$ cat src/rtl/can_rxflag_pkg.sv
package can_rxflag_pkg;
    localparam int NFLAG = 8;
    localparam int B_WAKE = 7;
    localparam int B_RWRN = 6;
    localparam int B_TWRN = 5;
    localparam int B_RXEP = 4;
    localparam int B_TXEP = 3;
    localparam int B_BOFF = 2;
    localparam int B_OVR  = 1;
    localparam int B_RXF  = 0;

    typedef enum logic [1:0] {
        ST_AWAKE     = 2'd0,
        ST_ASLEEP    = 2'd1,
        ST_WAKE_HOLD = 2'd2
    } sleep_st_t;
endpackage

$ cat src/rtl/can_rxflag_sleep_fsm.sv
module can_rxflag_sleep_fsm
    import can_rxflag_pkg::*;
(
    input  logic clk,
    input  logic rst_n,
    input  logic soft_rst,
    input  logic sleep_req,
    input  logic bus_act,
    output logic sleep_ack,
    output logic wake_evt
);
    sleep_st_t state_q, state_d;

    always_ff @(posedge clk or negedge rst_n) begin
        if (!rst_n)        state_q <= ST_AWAKE;
        else if (soft_rst) state_q <= ST_AWAKE;
        else               state_q <= state_d;
    end

    always_comb begin
        state_d = state_q;
        unique case (state_q)
            ST_AWAKE:     if (sleep_req) state_d = ST_ASLEEP;
            ST_ASLEEP:    if (bus_act) state_d = ST_WAKE_HOLD;
                          else if (!sleep_req) state_d = ST_AWAKE;
            ST_WAKE_HOLD: if (!sleep_req) state_d = ST_AWAKE;
            default:      state_d = ST_AWAKE;
        endcase
    end

    always_comb begin
        sleep_ack = (state_q == ST_ASLEEP);
        wake_evt  = (state_q == ST_ASLEEP) && bus_act;
    end
endmodule

$ cat src/rtl/can_rxflag_cause.sv
module can_rxflag_cause
    import can_rxflag_pkg::*;
#(
    parameter int CNT_W    = 9,
    parameter int WARN_LIM = 96,
    parameter int EP_LIM   = 127,
    parameter int BOFF_LIM = 255
) (
    input  logic             clk,
    input  logic             rst_n,
    input  logic             wake_evt,
    input  logic [CNT_W-1:0] rec,
    input  logic [CNT_W-1:0] tec,
    input  logic             overrun,
    input  logic             rx_full,
    input  logic [NFLAG-1:0] flags_i,
    output logic [NFLAG-1:0] set_o,
    output logic [NFLAG-1:0] hold_o
);
    localparam int CW = CNT_W + 1;
    logic [NFLAG-1:0] cond, cond_q, rise;
    logic             severe;

    always_comb begin
        cond          = '0;
        cond[B_WAKE]  = wake_evt;
        cond[B_RWRN]  = CW'(rec) > CW'(WARN_LIM);
        cond[B_TWRN]  = CW'(tec) > CW'(WARN_LIM);
        cond[B_RXEP]  = CW'(rec) > CW'(EP_LIM);
        cond[B_TXEP]  = CW'(tec) > CW'(EP_LIM);
        cond[B_BOFF]  = CW'(tec) > CW'(BOFF_LIM);
        cond[B_OVR]   = overrun;
        cond[B_RXF]   = rx_full;
    end

    always_ff @(posedge clk or negedge rst_n) begin
        if (!rst_n) cond_q <= '0;
        else        cond_q <= cond;
    end

    assign rise   = cond & ~cond_q;
    assign severe = flags_i[B_RXEP] | flags_i[B_TXEP] | flags_i[B_BOFF];

    always_comb begin
        set_o = rise;
        if (severe) begin
            set_o[B_RWRN] = 1'b0;
            set_o[B_TWRN] = 1'b0;
        end
    end

    assign hold_o = cond;
endmodule

$ cat src/rtl/can_rxflag_bank.sv
module can_rxflag_bank
    import can_rxflag_pkg::*;
(
    input  logic             clk,
    input  logic             rst_n,
    input  logic             soft_rst,
    input  logic [NFLAG-1:0] set_i,
    input  logic [NFLAG-1:0] hold_i,
    input  logic [NFLAG-1:0] clr_i,
    input  logic             en_wr,
    input  logic [NFLAG-1:0] en_wdata,
    output logic [NFLAG-1:0] flags_o,
    output logic [NFLAG-1:0] en_o
);
    for (genvar i = 0; i < NFLAG; i++) begin : g_flag
        logic f_q;
        always_ff @(posedge clk or negedge rst_n) begin
            if (!rst_n)                     f_q <= 1'b0;
            else if (soft_rst)              f_q <= 1'b0;
            else if (set_i[i])              f_q <= 1'b1;
            else if (clr_i[i] && !hold_i[i]) f_q <= 1'b0;
        end
        assign flags_o[i] = f_q;
    end

    always_ff @(posedge clk or negedge rst_n) begin
        if (!rst_n)     en_o <= '0;
        else if (en_wr) en_o <= en_wdata;
    end
endmodule

$ cat src/rtl/can_rx_status_flags.sv
module can_rx_status_flags
    import can_rxflag_pkg::*;
#(
    parameter int CNT_W    = 9,
    parameter int WARN_LIM = 96,
    parameter int EP_LIM   = 127,
    parameter int BOFF_LIM = 255
) (
    input  logic             clk,
    input  logic             rst_n,
    input  logic             soft_rst,
    input  logic             sleep_req,
    input  logic             bus_act,
    input  logic [CNT_W-1:0] rec,
    input  logic [CNT_W-1:0] tec,
    input  logic             overrun,
    input  logic             rx_full,
    input  logic             reg_wr,
    input  logic             reg_addr,
    input  logic [7:0]       reg_wdata,
    output logic [7:0]       reg_rdata,
    output logic             sleep_ack,
    output logic             irq
);
    logic             wake_evt;
    logic [NFLAG-1:0] set_v, hold_v, clr_v, flags_q, en_q;
    logic             en_wr;

    can_rxflag_sleep_fsm u_fsm (
        .clk(clk), .rst_n(rst_n), .soft_rst(soft_rst),
        .sleep_req(sleep_req), .bus_act(bus_act),
        .sleep_ack(sleep_ack), .wake_evt(wake_evt)
    );

    can_rxflag_cause #(
        .CNT_W(CNT_W), .WARN_LIM(WARN_LIM), .EP_LIM(EP_LIM), .BOFF_LIM(BOFF_LIM)
    ) u_cause (
        .clk(clk), .rst_n(rst_n), .wake_evt(wake_evt),
        .rec(rec), .tec(tec), .overrun(overrun), .rx_full(rx_full),
        .flags_i(flags_q), .set_o(set_v), .hold_o(hold_v)
    );

    assign clr_v = (reg_wr && !reg_addr) ? reg_wdata : '0;
    assign en_wr = reg_wr && reg_addr;

    can_rxflag_bank u_bank (
        .clk(clk), .rst_n(rst_n), .soft_rst(soft_rst),
        .set_i(set_v), .hold_i(hold_v), .clr_i(clr_v),
        .en_wr(en_wr), .en_wdata(reg_wdata),
        .flags_o(flags_q), .en_o(en_q)
    );

    assign reg_rdata = reg_addr ? en_q : flags_q;

    always_ff @(posedge clk or negedge rst_n) begin
        if (!rst_n) irq <= 1'b0;
        else        irq <= |(flags_q & en_q);
    end
endmodule

$ cat config.mk
export PLATFORM = sky130hd
export DESIGN_NAME = can_rx_status_flags
export DESIGN_NICKNAME = d
export VERILOG_FILES = /design/src/rtl/can_rxflag_pkg.sv /design/src/rtl/can_rxflag_sleep_fsm.sv /design/src/rtl/can_rxflag_cause.sv /design/src/rtl/can_rxflag_bank.sv /design/src/rtl/can_rx_status_flags.sv
export SDC_FILE = /design/constraint.sdc
export NUM_CORES = 1
export LEC_CHECK = 0
export BUFFER_PORTS_ARGS = -buffer_cell sky130_fd_sc_hd__buf_2
export CAP_MARGIN = 30
export CORE_MARGIN = 2
export CORE_UTILIZATION = 43
export CTS_CLUSTER_SIZE = 24
export DETAILED_ROUTE_END_ITERATION = 8
export PLACE_DENSITY = 0.74
export SLEW_MARGIN = 20
export SYNTH_ARGS = -nofsm -noshare
export SYNTH_HDL_FRONTEND = slang
export SYNTH_SLANG_ARGS = --single-unit
$ cat constraint.sdc
create_clock -name clk -period 1.3 [get_ports clk]
set_input_delay 0.065 -clock clk [delete_from_list [all_inputs] [get_ports clk]]
set_output_delay 0.065 -clock clk [all_outputs]
set_load 0.1 [all_outputs]
==> impl_metrics.env <==
export IMPL_via_per_inst=5.30
export IMPL_reg2reg_from="u_bank.g_flag[4].f_q$_DFFE_PN0P_"
export IMPL_violations="negative setup slack"
export IMPL_clockBufferDepth=2
export IMPL_critPathLaunchType="flip-flop"
export IMPL_crit_path_end_kind="output port"
export IMPL_internal_power_mw=1.36
export IMPL_status="finished, violations left"
export IMPL_peakVddDrop_v=0.000751
export IMPL_postSynthAreaPerCell_sq_um=10.5
export IMPL_synth_top_family_by_area="compound AO/OA/AOI/OAI gates"
export IMPL_dr_pass1_iters=4
export IMPL_hold_worst_slack_ns=0.0328
export IMPL_route_detailed_drc=0
export IMPL_setup_slack_ns=-0.0719
export IMPL_layout_drive_gt1_share_pct=41.1
export IMPL_grt_ovfl_total=0
export IMPL_drv_cap=0
export IMPL_die_h_um=56.9
export IMPL_min_period_ns=1.37
export IMPL_finalMaxSlewViolations=0
export IMPL_synth_async_reset_ratio_pct=100
export IMPL_ys_top_cells_by_count="dfrtp_1, o21ai_0, a21oi_1, inv_1, mux2_2"
export IMPL_finalSetupViolations=2
export IMPL_ys_ff_latch=27
export IMPL_syn_area_sq_um=1200
export IMPL_leakage_nw=0.896
export IMPL_ant_nets=0
export IMPL_hpwl_mm=2.05
export IMPL_ios=45
export IMPL_comb_power_share_pct=37.5
export IMPL_dieArea_sq_um=3240
export IMPL_switching_share_pct=35.8
export IMPL_antenna_found_initial=0
export IMPL_synthMuxAreaShare_pct=9.36
export IMPL_finalCritPeriodShare_pct=106
export IMPL_place_gp_congestion=0.812
export IMPL_clk_latency_ns=0.32
export IMPL_max_stage_delay_ns=0.42
export IMPL_cts_tree="built"
export IMPL_nets=221
export IMPL_grt_pass1_wl_mm=5.17
export IMPL_tightest_slew_ns=0.603
export IMPL_crit_slowest_cell="dfrtp_1"
export IMPL_syn_inst=115
export IMPL_dr_total_vias=1144
export IMPL_synthAdderAreaFrac_pct=0
export IMPL_tns_ns=-0.0741
export IMPL_synth_compound_area_share_pct=17.4
export IMPL_core_sq_um=2710
export IMPL_power_frac_seq_pct=45.3
export IMPL_grt_pass1_vias=1230
export IMPL_clkSinkCount=27
export IMPL_dieWidth_um=56.9
export IMPL_cp_top_family="flip-flops"
export IMPL_min_from="reg_wdata[4]"
export IMPL_crit_buf_inv=2
export IMPL_drt_iter0_drc=18
export IMPL_grt_max_degree=28
export IMPL_ff2ff_setup_slack_ns=0.04
export IMPL_wire_per_inst_um=14.1
export IMPL_io_buffers=44
export IMPL_synth_top_area_share_pct=56.1
export IMPL_power_density_nw_per_um2=1120
export IMPL_fin_worst_skew_ns=0.00202
export IMPL_htree_num_levels=1
export IMPL_reg2regPathDepth=4
export IMPL_yosysTopAreaCell="dfrtp_1"
export IMPL_cp_max_fo=3
export IMPL_grt_util_all_layers_pct=20.3
export IMPL_ys_seq_area_share_pct=56.1
export IMPL_initial_utilization_pct=44.4
export IMPL_r2r_end="u_bank.g_flag[5].f_q$_DFFE_PN0P_"
export IMPL_clock_root_buffer="clkbuf_4"
export IMPL_antenna_cells=0
export IMPL_required_ns=1.24
export IMPL_power_switching_uw=757
export IMPL_synth_cell_types=21
export IMPL_critical_path_class="flip-flop to output port"
export IMPL_min_to="u_bank.en_o[4]$_DFFE_PN0P_"
export IMPL_synthTopCellsByArea="dfrtp_1, mux2_2, o21ai_0"
export IMPL_worstPathArrival_ns=1.31
export IMPL_syn_num_nets=150
export IMPL_slew_headroom_pct=59.8
export IMPL_synth_most_common_cell="dfrtp_1"
export IMPL_synth_xor_area_share_pct=0
export IMPL_clock_power_share_pct=17.2
export IMPL_syn_to_final_growth_pct=56.9
export IMPL_hold_depth=3
export IMPL_ys_flop_type="dfrtp_1"
export IMPL_hold_violations=0
export IMPL_rows=19
export IMPL_drt_wl_total_mm=3.04
export IMPL_rsz0062_at_grt="true"
export IMPL_yosys_area_share_simple_pct=12.5
export IMPL_numCtsBuffers=3
export IMPL_clkTransAtPathRegs_ns=0.14
export IMPL_fmax_mhz=729
export IMPL_hold_path_class="input port to flip-flop"
export IMPL_synth_edf_count=0
export IMPL_yosysWarningCount=0
export IMPL_cp_cell_sequence="buf_6, mux2_4, buf_12"
[worst reg2reg max path: stages, from the launching register on]
cell and delay, ns:
dfrtp_1 0.42, buf_4 0.14, or4_4 0.41, a21oi_2 0.13, o21a_1 0.13
[state kept, by name, indices dropped and copies added (netlist names)]
| register | flops |
|---|---|
| irq | 1 |
| u_bank.en_o | 8 |
| u_bank.g_flag.f_q | 8 |
| u_cause.cond_q | 8 |
| u_fsm.state_q | 2 |
[cells by family after synthesis]
| group | after synthesis |
|---|---|
| AO/OA/AOI/OAI | 36 |
| flip-flops | 27 |
| multiplexers | 10 |
| AND/OR/NAND/NOR | 28 |
| buffers and inverters | 14 |
[per-layer routing]
layer / wire length (um) / track usage, % / up-vias
met5: 0 / 0 / -
met4: 35 / 6.98 / 0
met3: 118 / 3.23 / 4
met2: 1600 / 38.3 / 37
met1: 1290 / 22.9 / 560
li1: - / - / 543
[how the worst max path moves through the flow]
stage / slack (ns) / cells past startpoint / endpoint / startpoint
after floorplan: 0.02 / 2 / reg_rdata[6] / u_bank.g_flag[6].f_q$_DFFE_PN0P_
after global placement: 0.08 / 3 / u_bank.g_flag[6].f_q$_DFFE_PN0P_ / u_bank.g_flag[3].f_q$_DFFE_PN0P_
after detailed placement: 0.05 / 3 / u_bank.g_flag[5].f_q$_DFFE_PN0P_ / u_bank.g_flag[3].f_q$_DFFE_PN0P_
after CTS: -0.08 / 3 / reg_rdata[4] / u_bank.g_flag[4].f_q$_DFFE_PN0P_
after global routing: -0.12 / 3 / reg_rdata[4] / u_bank.g_flag[4].f_q$_DFFE_PN0P_
final: -0.07 / 3 / reg_rdata[4] / u_bank.g_flag[4].f_q$_DFFE_PN0P_
[area by class of cell]
type	instances	area, sq um
fillers	214	822
flip-flops and latches	27	676
repair buffers	70	594
multi-input cells	74	515
well taps	31	38.8
inverters	10	37.5
clock buffers	4	26.3
[power by group through the flow]
| stage | registers (mW) | logic, mW | clock network (mW) |
|---|---|---|---|
| finish | 0.958 | 0.792 | 0.363 |
| global route | 0.966 | 0.839 | 0.416 |
| CTS | 0.955 | 0.717 | 0.380 |
| detailed placement | 0.972 | 0.626 | 0 |
| global placement | 0.968 | 0.615 | 0 |
| floorplan | 1.01 | 0.386 | 0 |
[placed cells by master, fill, tap and decap left out]
| cell type | n |
|---|---|
| and3b_1 | 1 |
| nand4_1 | 1 |
| or4_1 | 1 |
| a211oi_1 | 2 |
| a22oi_1 | 4 |
| clkbuf_4 | 3 |
| buf_6 | 1 |
| buf_4 | 9 |
| o21a_1 | 2 |
| buf_12 | 9 |
| nand2b_1 | 7 |
| o31ai_1 | 2 |
| a31oi_1 | 3 |
| nand2_1 | 8 |
| buf_2 | 35 |
| o21ai_2 | 2 |
| mux2_2 | 4 |
| a21oi_2 | 2 |
| a21oi_1 | 9 |
| nor3_1 | 2 |
| nor2_2 | 1 |
| o21ai_0 | 10 |
| nor2_1 | 2 |
| inv_1 | 9 |
| nor4_1 | 2 |
| or4_4 | 1 |
| inv_2 | 1 |
| or2_2 | 2 |
| dlygate4sd3_1 | 16 |
| clkbuf_1 | 1 |
| mux2_4 | 6 |
| dfrtp_1 | 27 |
[through the flow]
step | setup WS (ns) | utilization (%) | cell area [sq um] | power (mW) | cells
final | -0.0719 | 69.7 | 1890 | 2.11 | 216
after global routing | -0.125 | 69.7 | 1890 | 2.22 | 216
after CTS | -0.0786 | 65.9 | 1790 | 2.05 | 211
after detailed placement | 0.0488 | 56.1 | 1520 | 1.60 | 187
after global placement | 0.0768 | 56.1 | 1520 | 1.58 | 187
after floorplan | 0.0179 | - | 1210 | 1.40 | 115
[timing repair]
item | 4_1_cts | 5_1_grt
endpoints found under the hold margin | 43 | 0
hold buffers | 16 | 0
gates resized for setup | 14 | 17
buffers inserted | 4 | 5
pin swaps | 4 | 1
cloned | 0 | 0
setup endpoints to repair | 6 | 8
Power figures use the tool's default switching activity.
